**src/rtl/vfmt_pkg.sv**
```systemverilog
package vfmt_pkg;

    localparam int unsigned PIX_W      = 10;
    localparam int unsigned PH_W       = 2;
    localparam int unsigned LAT_FULL   = 7;
    localparam int unsigned LAT_PAIR   = 8;
    localparam int unsigned LAT_SERIAL = 9;
    localparam int unsigned CHAIN_D    = LAT_SERIAL;
    localparam int unsigned CNT_W      = $clog2(LAT_SERIAL + 2) + 1;

    typedef logic [PIX_W-1:0] pix_t;

    typedef enum logic [1:0] {
        FMT_GBR    = 2'b00,
        FMT_YUV444 = 2'b01,
        FMT_SUB2P  = 2'b10,
        FMT_SUB1P  = 2'b11
    } fmt_e;

    // one captured input sample with its format and interleave phase
    typedef struct packed {
        logic            vld;
        logic            blk;
        fmt_e            fmt;
        logic [PH_W-1:0] ph;
        pix_t            a;
        pix_t            b;
        pix_t            c;
    } rec_t;

    function automatic logic is_full(fmt_e f);
        return !f[1];
    endfunction

    // the phase goes back to zero after reset, on a format change, or on blank release
    function automatic logic phase_restart(rec_t prev, fmt_e f, logic blank_n);
        return !prev.vld || (f != prev.fmt) || (blank_n && !prev.blk);
    endfunction

endpackage

```
**src/rtl/vfmt_capture.sv**
```systemverilog
module vfmt_capture
    import vfmt_pkg::*;
(
    input  logic       clk,
    input  logic       rst,
    input  logic [1:0] fmt_sel,
    input  logic       blank_n,
    input  pix_t       in_a,
    input  pix_t       in_b,
    input  pix_t       in_c,
    input  rec_t       prev,
    output rec_t       rec_d
);

    fmt_e fmt_now;
    assign fmt_now = fmt_e'(fmt_sel);

    always_comb begin
        rec_d     = '0;
        rec_d.vld = 1'b1;
        rec_d.blk = blank_n;
        rec_d.fmt = fmt_now;
        rec_d.ph  = phase_restart(prev, fmt_now, blank_n) ? '0 : prev.ph + PH_W'(1);
        rec_d.a   = in_a;
        rec_d.b   = in_b;
        rec_d.c   = in_c;
    end

    AST_PHASE_RESTART: assert property (@(posedge clk) disable iff (rst)
        (prev.vld && blank_n && !prev.blk) |=> (prev.ph == '0));

    AST_PHASE_STEP: assert property (@(posedge clk) disable iff (rst)
        (prev.vld && (fmt_now == prev.fmt) && !(blank_n && !prev.blk))
        |=> (prev.ph == $past(prev.ph) + PH_W'(1)));

endmodule

```
**src/rtl/vfmt_delay.sv**
```systemverilog
module vfmt_delay
    import vfmt_pkg::*;
#(
    parameter int unsigned DEPTH = CHAIN_D
)
(
    input  logic clk,
    input  logic rst,
    input  rec_t d_in,
    output rec_t tap [1:DEPTH]
);

    // tap[k] holds the record captured k edges before the current one
    always_ff @(posedge clk) begin
        if (rst) begin
            for (int k = 1; k <= DEPTH; k++) tap[k] <= '0;
        end else begin
            tap[1] <= d_in;
            for (int k = 2; k <= DEPTH; k++) tap[k] <= tap[k-1];
        end
    end

endmodule

```
**src/rtl/vfmt_assemble.sv**
```systemverilog
module vfmt_assemble
    import vfmt_pkg::*;
(
    input  logic clk,
    input  logic rst,
    input  rec_t rec_near,
    input  rec_t rec_mid,
    input  rec_t rec_far,
    output pix_t out_a,
    output pix_t out_b,
    output pix_t out_c
);

    logic full_hit;
    logic y_hit;
    logic c_hit;
    pix_t c_pb;
    pix_t c_pr;
    logic near_full;

    assign near_full = rec_near.vld && is_full(rec_near.fmt);
    assign full_hit  = near_full;

    always_comb begin
        y_hit = 1'b0;
        c_hit = 1'b0;
        c_pb  = rec_mid.a;
        c_pr  = rec_near.a;
        if (rec_mid.vld) begin
            case (rec_mid.fmt)
                FMT_SUB2P: begin
                    y_hit = 1'b1;
                    c_hit = !rec_mid.ph[0] && rec_near.vld &&
                            (rec_near.fmt == FMT_SUB2P) && rec_near.ph[0];
                    c_pb  = rec_mid.a;
                    c_pr  = rec_near.a;
                end
                FMT_SUB1P: begin
                    y_hit = rec_mid.ph[0];
                    c_hit = (rec_mid.ph == PH_W'(1)) && rec_near.vld &&
                            (rec_near.fmt == FMT_SUB1P) && (rec_near.ph == PH_W'(2));
                    c_pb  = rec_far.b;
                    c_pr  = rec_near.b;
                end
                default: begin
                    y_hit = 1'b0;
                    c_hit = 1'b0;
                end
            endcase
        end
    end

    always_ff @(posedge clk) begin
        if (rst) begin
            out_a <= '0;
            out_b <= '0;
            out_c <= '0;
        end else if (full_hit) begin
            out_a <= rec_near.a;
            out_b <= rec_near.b;
            out_c <= rec_near.c;
        end else begin
            if (y_hit) out_b <= rec_mid.b;
            if (c_hit) begin
                out_a <= c_pr;
                out_c <= c_pb;
            end
        end
    end

    AST_SERIAL_Y_HOLD: assert property (@(posedge clk) disable iff (rst)
        (rec_mid.vld && (rec_mid.fmt == FMT_SUB1P) && !rec_mid.ph[0] && !near_full)
        |=> $stable(out_b));

    AST_PAIR_CHROMA_HOLD: assert property (@(posedge clk) disable iff (rst)
        (rec_mid.vld && (rec_mid.fmt == FMT_SUB2P) && rec_mid.ph[0] && !near_full)
        |=> ($stable(out_a) && $stable(out_c)));

    AST_CUT_PAIR_HOLD: assert property (@(posedge clk) disable iff (rst)
        (rec_mid.vld && (rec_mid.fmt == FMT_SUB2P) && !rec_mid.ph[0] &&
         rec_near.vld && (rec_near.fmt == FMT_SUB2P) && (rec_near.ph == '0))
        |=> ($stable(out_a) && $stable(out_c)));

endmodule

```
**src/rtl/video_input_formatter.sv**
```systemverilog
module video_input_formatter
    import vfmt_pkg::*;
(
    input  logic             clk,
    input  logic             rst,
    input  logic [1:0]       fmt_sel,
    input  logic             blank_n,
    input  logic [PIX_W-1:0] in_a,
    input  logic [PIX_W-1:0] in_b,
    input  logic [PIX_W-1:0] in_c,
    output logic [PIX_W-1:0] out_a,
    output logic [PIX_W-1:0] out_b,
    output logic [PIX_W-1:0] out_c
);

    rec_t rec_new;
    rec_t tap [1:CHAIN_D];

    vfmt_capture u_capture (
        .clk     (clk),
        .rst     (rst),
        .fmt_sel (fmt_sel),
        .blank_n (blank_n),
        .in_a    (in_a),
        .in_b    (in_b),
        .in_c    (in_c),
        .prev    (tap[1]),
        .rec_d   (rec_new)
    );

    vfmt_delay #(.DEPTH(CHAIN_D)) u_delay (
        .clk  (clk),
        .rst  (rst),
        .d_in (rec_new),
        .tap  (tap)
    );

    vfmt_assemble u_assemble (
        .clk      (clk),
        .rst      (rst),
        .rec_near (tap[LAT_FULL]),
        .rec_mid  (tap[LAT_PAIR]),
        .rec_far  (tap[LAT_SERIAL]),
        .out_a    (out_a),
        .out_b    (out_b),
        .out_c    (out_c)
    );

    // edges since reset release, saturating; bounds the look-back of the latency check
    logic [CNT_W-1:0] since_rst;
    always_ff @(posedge clk) begin
        if (rst)                      since_rst <= '0;
        else if (since_rst != '1)     since_rst <= since_rst + CNT_W'(1);
    end

    AST_FULL_LATENCY: assert property (@(posedge clk) disable iff (rst)
        ((since_rst >= CNT_W'(LAT_FULL + 1)) && !$past(fmt_sel[1], LAT_FULL + 1))
        |-> ((out_a == $past(in_a, LAT_FULL + 1)) &&
             (out_b == $past(in_b, LAT_FULL + 1)) &&
             (out_c == $past(in_c, LAT_FULL + 1))));

    AST_RESET_CLEARS: assert property (@(posedge clk) disable iff (rst)
        $past(rst) |-> ((out_a == '0) && (out_b == '0) && (out_c == '0)));

endmodule

```
**config.mk**
```make
export PLATFORM = sky130hd
export DESIGN_NAME = video_input_formatter
export DESIGN_NICKNAME = d
export VERILOG_FILES = /design/src/rtl/vfmt_pkg.sv /design/src/rtl/vfmt_capture.sv /design/src/rtl/vfmt_delay.sv /design/src/rtl/vfmt_assemble.sv /design/src/rtl/video_input_formatter.sv
export SDC_FILE = /design/constraint.sdc
export NUM_CORES = 1
export LEC_CHECK = 0
export BUFFER_PORTS_ARGS = -buffer_cell sky130_fd_sc_hd__buf_2
export CORE_ASPECT_RATIO = 0.75
export CORE_MARGIN = 3
export CORE_UTILIZATION = 35
export CTS_CLUSTER_SIZE = 25
export DETAILED_ROUTE_END_ITERATION = 12
export PLACE_DENSITY = 0.6
export SKIP_LAST_GASP = 1
export SLEW_MARGIN = 30
export SYNTH_ARGS = -nofsm -noshare
export SYNTH_HDL_FRONTEND = slang
export SYNTH_SLANG_ARGS = --single-unit
export TNS_END_PERCENT = 1
```
**constraint.sdc**
```tcl
create_clock -name clk -period 1.9 [get_ports clk]
set_clock_uncertainty 0.2 [all_clocks]
set_input_delay 0.38 -clock clk [delete_from_list [all_inputs] [get_ports clk]]
set_output_delay 0.38 -clock clk [all_outputs]
set_load 0.03 [all_outputs]
```
==> flow_summary.yaml, run 1 <==
sta:
  finalCriticalPeriod_ps: 1860
  timing.fmax_mhz: 538
  rsz0062_at_grt: "true"
  tns_ps: 0
  fin_crit_sh: 0.978
  worstMarginPinSlew_ps: 911
  drv_slew: 0
  slew_headroom: 0.389
  setup_ws_ps: 41.0
  hold_viol: 0
  whs_ps: 53.3
  finalSetupViolCount: 0
placement:
  numPortBuffers: 64
  pre_cts_ws_ps: 82.4
  dp_hpwl_um: 8930
  gp_congestion: 0.763
  placed_cell_area_mm2: 0.00990
  dp_cells: 1148
floorplanning:
  core.rowCount: 50
  core_area_mm2: 0.0253
  pin_count: 65
  start_util: 0.362
  fp.dieW_um: 193
  fp.dieH_um: 146
  dieArea_mm2: 0.0282
worst_hold_path:
  hold_path.class: "in -> reg"
critical_path:
  cp.arrival_ps: 2080
  required_ps: 2120
  crit_type: "reg -> reg"
  cp-end-kind: "register"
  crit_path_start_kind: "register"
  critPathMaxFanout: 10
synth:
  synth-seq-area-share: 0.680
  yosysUniqueCellTypes: 29
  synth_ff_type: "dfxtp_1"
  synthTopCellsByArea: "dfxtp_1 (68%), nor2b_1 (20%), mux2i_1 (2.2%), mux2_4 (1.6%), clkbuf_1 (1.6%)"
  async_flop_share: 0
  netlist_area_mm2: 0.00916
  avgSynthCellArea_um2: 11.8
  synth_edf_count: 0
  synth_top_area_frac: 0.680
  ys_seq_elements: 311
  synth_top_area_cell: "dfxtp_1"
  syn-instance-count: 777
  yosysWarningCount: 0
  syn-num-nets: 812
routing:
  drt-initial-drc-count: 184
  avgRoutedWirePerCell_um: 11.7
  wl_um: 14400
  dr.pass1.iters: 4
  vias: 4882
  antenna_left: 0
  avgViaCountPerCell: 3.96
  route.detailed.drc: 0
clocking:
  cts_htree_levels: 1
  path_clk_slew_ps: 60
  cts-root-buf: "clkbuf_16"
  clock_path_buffers: 3
  post_cts_buffers: 0
  numClockSinks: 311
  cts_tree: "done"
  cts_inserted_buffers: 28
  insertion_delay_ps: 530
power:
  p_leak_nw: 4.51
  p_total_mw: 13.0
  ir_drop_mv: 0.706
  power-per-cell-area_mw_per_mm2: 1150
grt:
  grt-ovfl-total: 0
  grt_first_pass_wirelength_um: 23100
  grt_max_degree: 72
  grt_pass1_vias: 4495
  grt_usage: 0.100
  antenna_found_initial: 0
status:
  outcome: "finished clean"
cells_and_area:
  final_util: 0.445
  stdcell_area_mm2: 0.0113
  nets: 908
  syn_to_final_growth_pct: 23.0
  fin_cells: 1233
  drive_gt1_frac: 0.158
  diodes: 0
run:
  cap_violations: 0
[layout make-up]
class | instances | area (µm²)
Timing Repair Buffer | 112 | 848
Tap cell | 338 | 423
Inverter | 2 | 7.51
Clock inverter | 12 | 204
Clock buffer | 40 | 826
Fill cell | 2353 | 14100
Sequential cell | 311 | 6230
Multi-Input combinational cell | 418 | 2730
[worst paths after layout]
path	from	endpoint	slack, ps	cells past startpoint
setup / recovery	u_delay.tap[68]	u_assemble.out_a[8]	40	4
hold / removal	rst	u_delay.tap[323]	50	2
setup reg to reg	u_delay.tap[68]	u_assemble.out_a[8]	40	4
hold reg to reg	u_delay.tap[313]	u_delay.tap[277]	230	1
[report_power, final]
part	internal (mW)	switching, mW	leakage [nW]	total, mW
registers	6.63	0.0228	2.53	6.66
logic	0.163	0.157	1.48	0.320
clock network	3.71	2.31	0.509	6.03
total	10.5	2.49	4.51	13.0
[critical path: stages, from the launching register on]
cell and delay, ps:
dfxtp_1 400, nand4b_1 110, nor3b_1 280, o21ai_1 360, a221oi_1 400
[cells in the mapped netlist, types with 2 or more instances]
library cell / n
buf_6: 3
inv_1: 2
clkbuf_1: 38
o21ai_0: 11
dfxtp_1: 311
a221oi_1: 9
nand2_1: 21
mux2_4: 10
xnor2_1: 3
mux2i_1: 20
buf_1: 2
nor2_1: 23
a21oi_1: 10
buf_2: 3
nor2b_1: 288
a311oi_1: 10
[sequential cells by signal (all words and copies together), names as in the netlist]
signal,cells
u_assemble.out_a,10
u_assemble.out_b,10
u_assemble.out_c,10
u_delay.tap,281
[kinds of logic after synthesis]
family,synth area share
multiplexers,0.0382
XOR/XNOR,0.00287
AND/OR/NAND/NOR,0.223
flip-flops,0.680
AO/OA/AOI/OAI,0.0337
buffers and inverters,0.0225
[layout by cell type, fill, tap and decap left out]
cell type	Yosys	routed
nand2_1	21	21
buf_12	0	6
and3_1	1	1
o21ai_0	11	10
nand4b_1	1	1
a221oi_1	9	9
nor3b_1	1	1
clkbuf_1	38	4
xnor2_1	3	3
bufinv_16	0	5
buf_2	3	63
or2b_1	1	1
a221oi_2	1	1
nor2b_1	288	288
a311oi_1	10	10
dfxtp_1	311	311
clkinv_4	0	2
buf_4	0	9
nor2_4	1	1
mux2i_1	20	20
dlygate4sd3_1	0	33
clkbuf_16	0	28
nor2b_4	1	1
o22a_1	1	1
nor4b_2	0	1
clkinv_2	0	4
buf_8	0	1
nor2_1	23	23
clkbuf_8	0	8
inv_1	2	2
or2_1	1	1
o2111ai_1	1	1
nand3_1	1	1
mux2_4	10	10
a21oi_1	10	10
clkinv_8	0	1
o21ai_1	1	2
[timing repair]
item,4_1_cts,5_1_grt
hold buffers,33,0
endpoints found under the setup margin,0,17
resized for setup,0,1
hold endpoints to repair,33,0
[layer usage]
| metal | part of all wire | track usage | vias to the layer above |
|---|---|---|---|
| met2 | 0.42 | 0.153 | 84 |
| met5 | 0 | 0 | - |
| met3 | 0.053 | 0.0230 | 25 |
| met4 | 0.021 | 0.0284 | 0 |
| met1 | 0.50 | 0.143 | 2129 |
| li1 | - | - | 2644 |
No activity file was read; power rests on OpenSTA's default activity.
==> run 2, diff against run 1 <==
==> constraint.sdc (replaced) <==
create_clock -name clk -period 2.2 [get_ports clk]
set_clock_uncertainty 0.2 [all_clocks]
set_input_delay 0.44 -clock clk [delete_from_list [all_inputs] [get_ports clk]]
set_output_delay 0.44 -clock clk [all_outputs]
set_load 0.03 [all_outputs]
==> run 2 against run 1 <==
  * Sequential power shrank 14%
  * Register-to-register slack gained 300 ps
  * Sequential cell count is the same
  * Largest power group unchanged
  * Highest routed layer unchanged
  * Largest cell class unchanged
  * Via count grew 1.1%
  * Sequential share of layout area grew 0.53 points
==> flow_summary.yaml, run 2 (synthesis results as in run 1) <==
routing:
  route.detailed.drc: 0
  antenna_left: 0
  dr.pass1.iters: 4
  avgViaCountPerCell: 4.00
  vias: 4936
  wl_um: 14100
  drt-initial-drc-count: 192
  avgRoutedWirePerCell_um: 11.4
floorplanning:
  pin_count: 65
  core.rowCount: 50
  start_util: 0.362
  fp.dieW_um: 193
  fp.dieH_um: 146
  dieArea_mm2: 0.0282
  core_area_mm2: 0.0253
power:
  power-per-cell-area_mw_per_mm2: 981
  p_leak_nw: 4.46
  ir_drop_mv: 0.570
grt:
  grt_pass1_vias: 4601
  antenna_found_initial: 0
  grt_max_degree: 85
  use_met1: 0.143
  grt-ovfl-total: 0
  use_met2: 0.152
  grt-busiest-layer: "met2"
  grt_util_met3: 0.0230
  grt_usage: 0.100
  grt_first_pass_wirelength_um: 23200
sta:
  hold_viol: 0
  finalSetupViolCount: 0
  worstMarginPinSlew_ps: 929
  tns_ps: 0
  finalCriticalPeriod_ps: 1860
  drv_slew: 0
  setup_ws_ps: 340
  rsz0062_at_grt: "false"
  slew_headroom: 0.376
  fin_crit_sh: 0.846
  timing.fmax_mhz: 538
placement:
  dp_hpwl_um: 8680
  pre_cts_ws_ps: 378
  numPortBuffers: 64
  gp_congestion: 0.775
clocking:
  insertion_delay_ps: 530
  post_cts_buffers: 0
  path_clk_slew_ps: 60
  cts_tree: "done"
  cts_inserted_buffers: 29
  cts_htree_levels: 1
  cts_resized: 0
  cts-hold-fix-buffers: 33
  numClockSinks: 311
  clock_path_buffers: 3
  cts-root-buf: "clkbuf_16"
cells_and_area:
  final_util: 0.441
  drive_gt1_frac: 0.155
  diodes: 0
  final_cell_mix: "dfxtp_1 (311), nor2b_1 (288), buf_2 (63)"
  regMostFlops: "u_delay.tap"
  largest_reg_flops: 281
  syn_to_final_growth_pct: 21.9
  final_common_cell: "dfxtp_1"
  nets: 908
critical_path:
  r2r_cells: 5
  cp.arrival_ps: 2080
  critPathMaxFanout: 11
  regToRegEndpoint: "u_assemble.out_c[3]"
  cp-end-kind: "register"
  ff2ff_setup_slack_ps: 340
  setup.worst_path.start: "u_delay.tap[66]"
  crit_path_start_kind: "register"
  crit_type: "reg -> reg"
  timing.critical_path.to: "u_assemble.out_c[3]"
  reg2reg_from: "u_delay.tap[66]"
  required_ps: 2420
run:
  cap_violations: 0
status:
  outcome: "finished clean"
worst_hold_path:
  worstHoldStart: "rst"
  hold_path.class: "in -> reg"
==> run 2: stage by stage <==
step                hold WS (ps)  power [mW]  area [µm²]  std cells
floorplan                    214        6.03        9160        777
global placement             217        6.11        9870       1147
detailed placement           220        6.12        9870       1147
CTS                         73.1        11.1       11200       1233
global route                94.3        11.4       11200       1233
finish                      98.1        10.9       11200       1233
==> run 2: layout make-up <==
type | count | area [µm²]
clock buffer | 38 | 800
clock inverter | 15 | 163
fill | 2333 | 14200
inverter | 2 | 7.51
multi-input combinational | 418 | 2730
sequential | 311 | 6230
tap | 338 | 423
timing repair buffer | 111 | 816
==> run 2: report_power, final <==
group | switching [mW] | internal, mW
Sequential | 0.0193 | 5.73
Combinational | 0.136 | 0.143
Clock | 2.01 | 2.91
==> run 2: worst max-delay path: stages, from the launching register on <==
cell,delay [ps]
dfxtp_1,320
nor4b_1,400
or2_1,160
o22a_1,130
buf_4,220
mux2_4,320
==> run 2: per-layer routing <==
metal | vias to the layer above | wire length (µm)
li1 | 2637 | -
met1 | 2184 | 7210
met2 | 84 | 5910
met3 | 31 | 617
met4 | 0 | 371
met5 | - | 0
==> run 2: worst min path at each step <==
stage | cells past startpoint | slack [ps] | endpoint
after floorplan | 1 | 210 | u_delay.tap[100]
after global placement | 1 | 220 | u_delay.tap[246]
after detailed placement | 1 | 220 | u_delay.tap[221]
after CTS | 2 | 70 | u_delay.tap[323]
after global routing | 2 | 90 | u_delay.tap[323]
final | 2 | 100 | u_delay.tap[323]
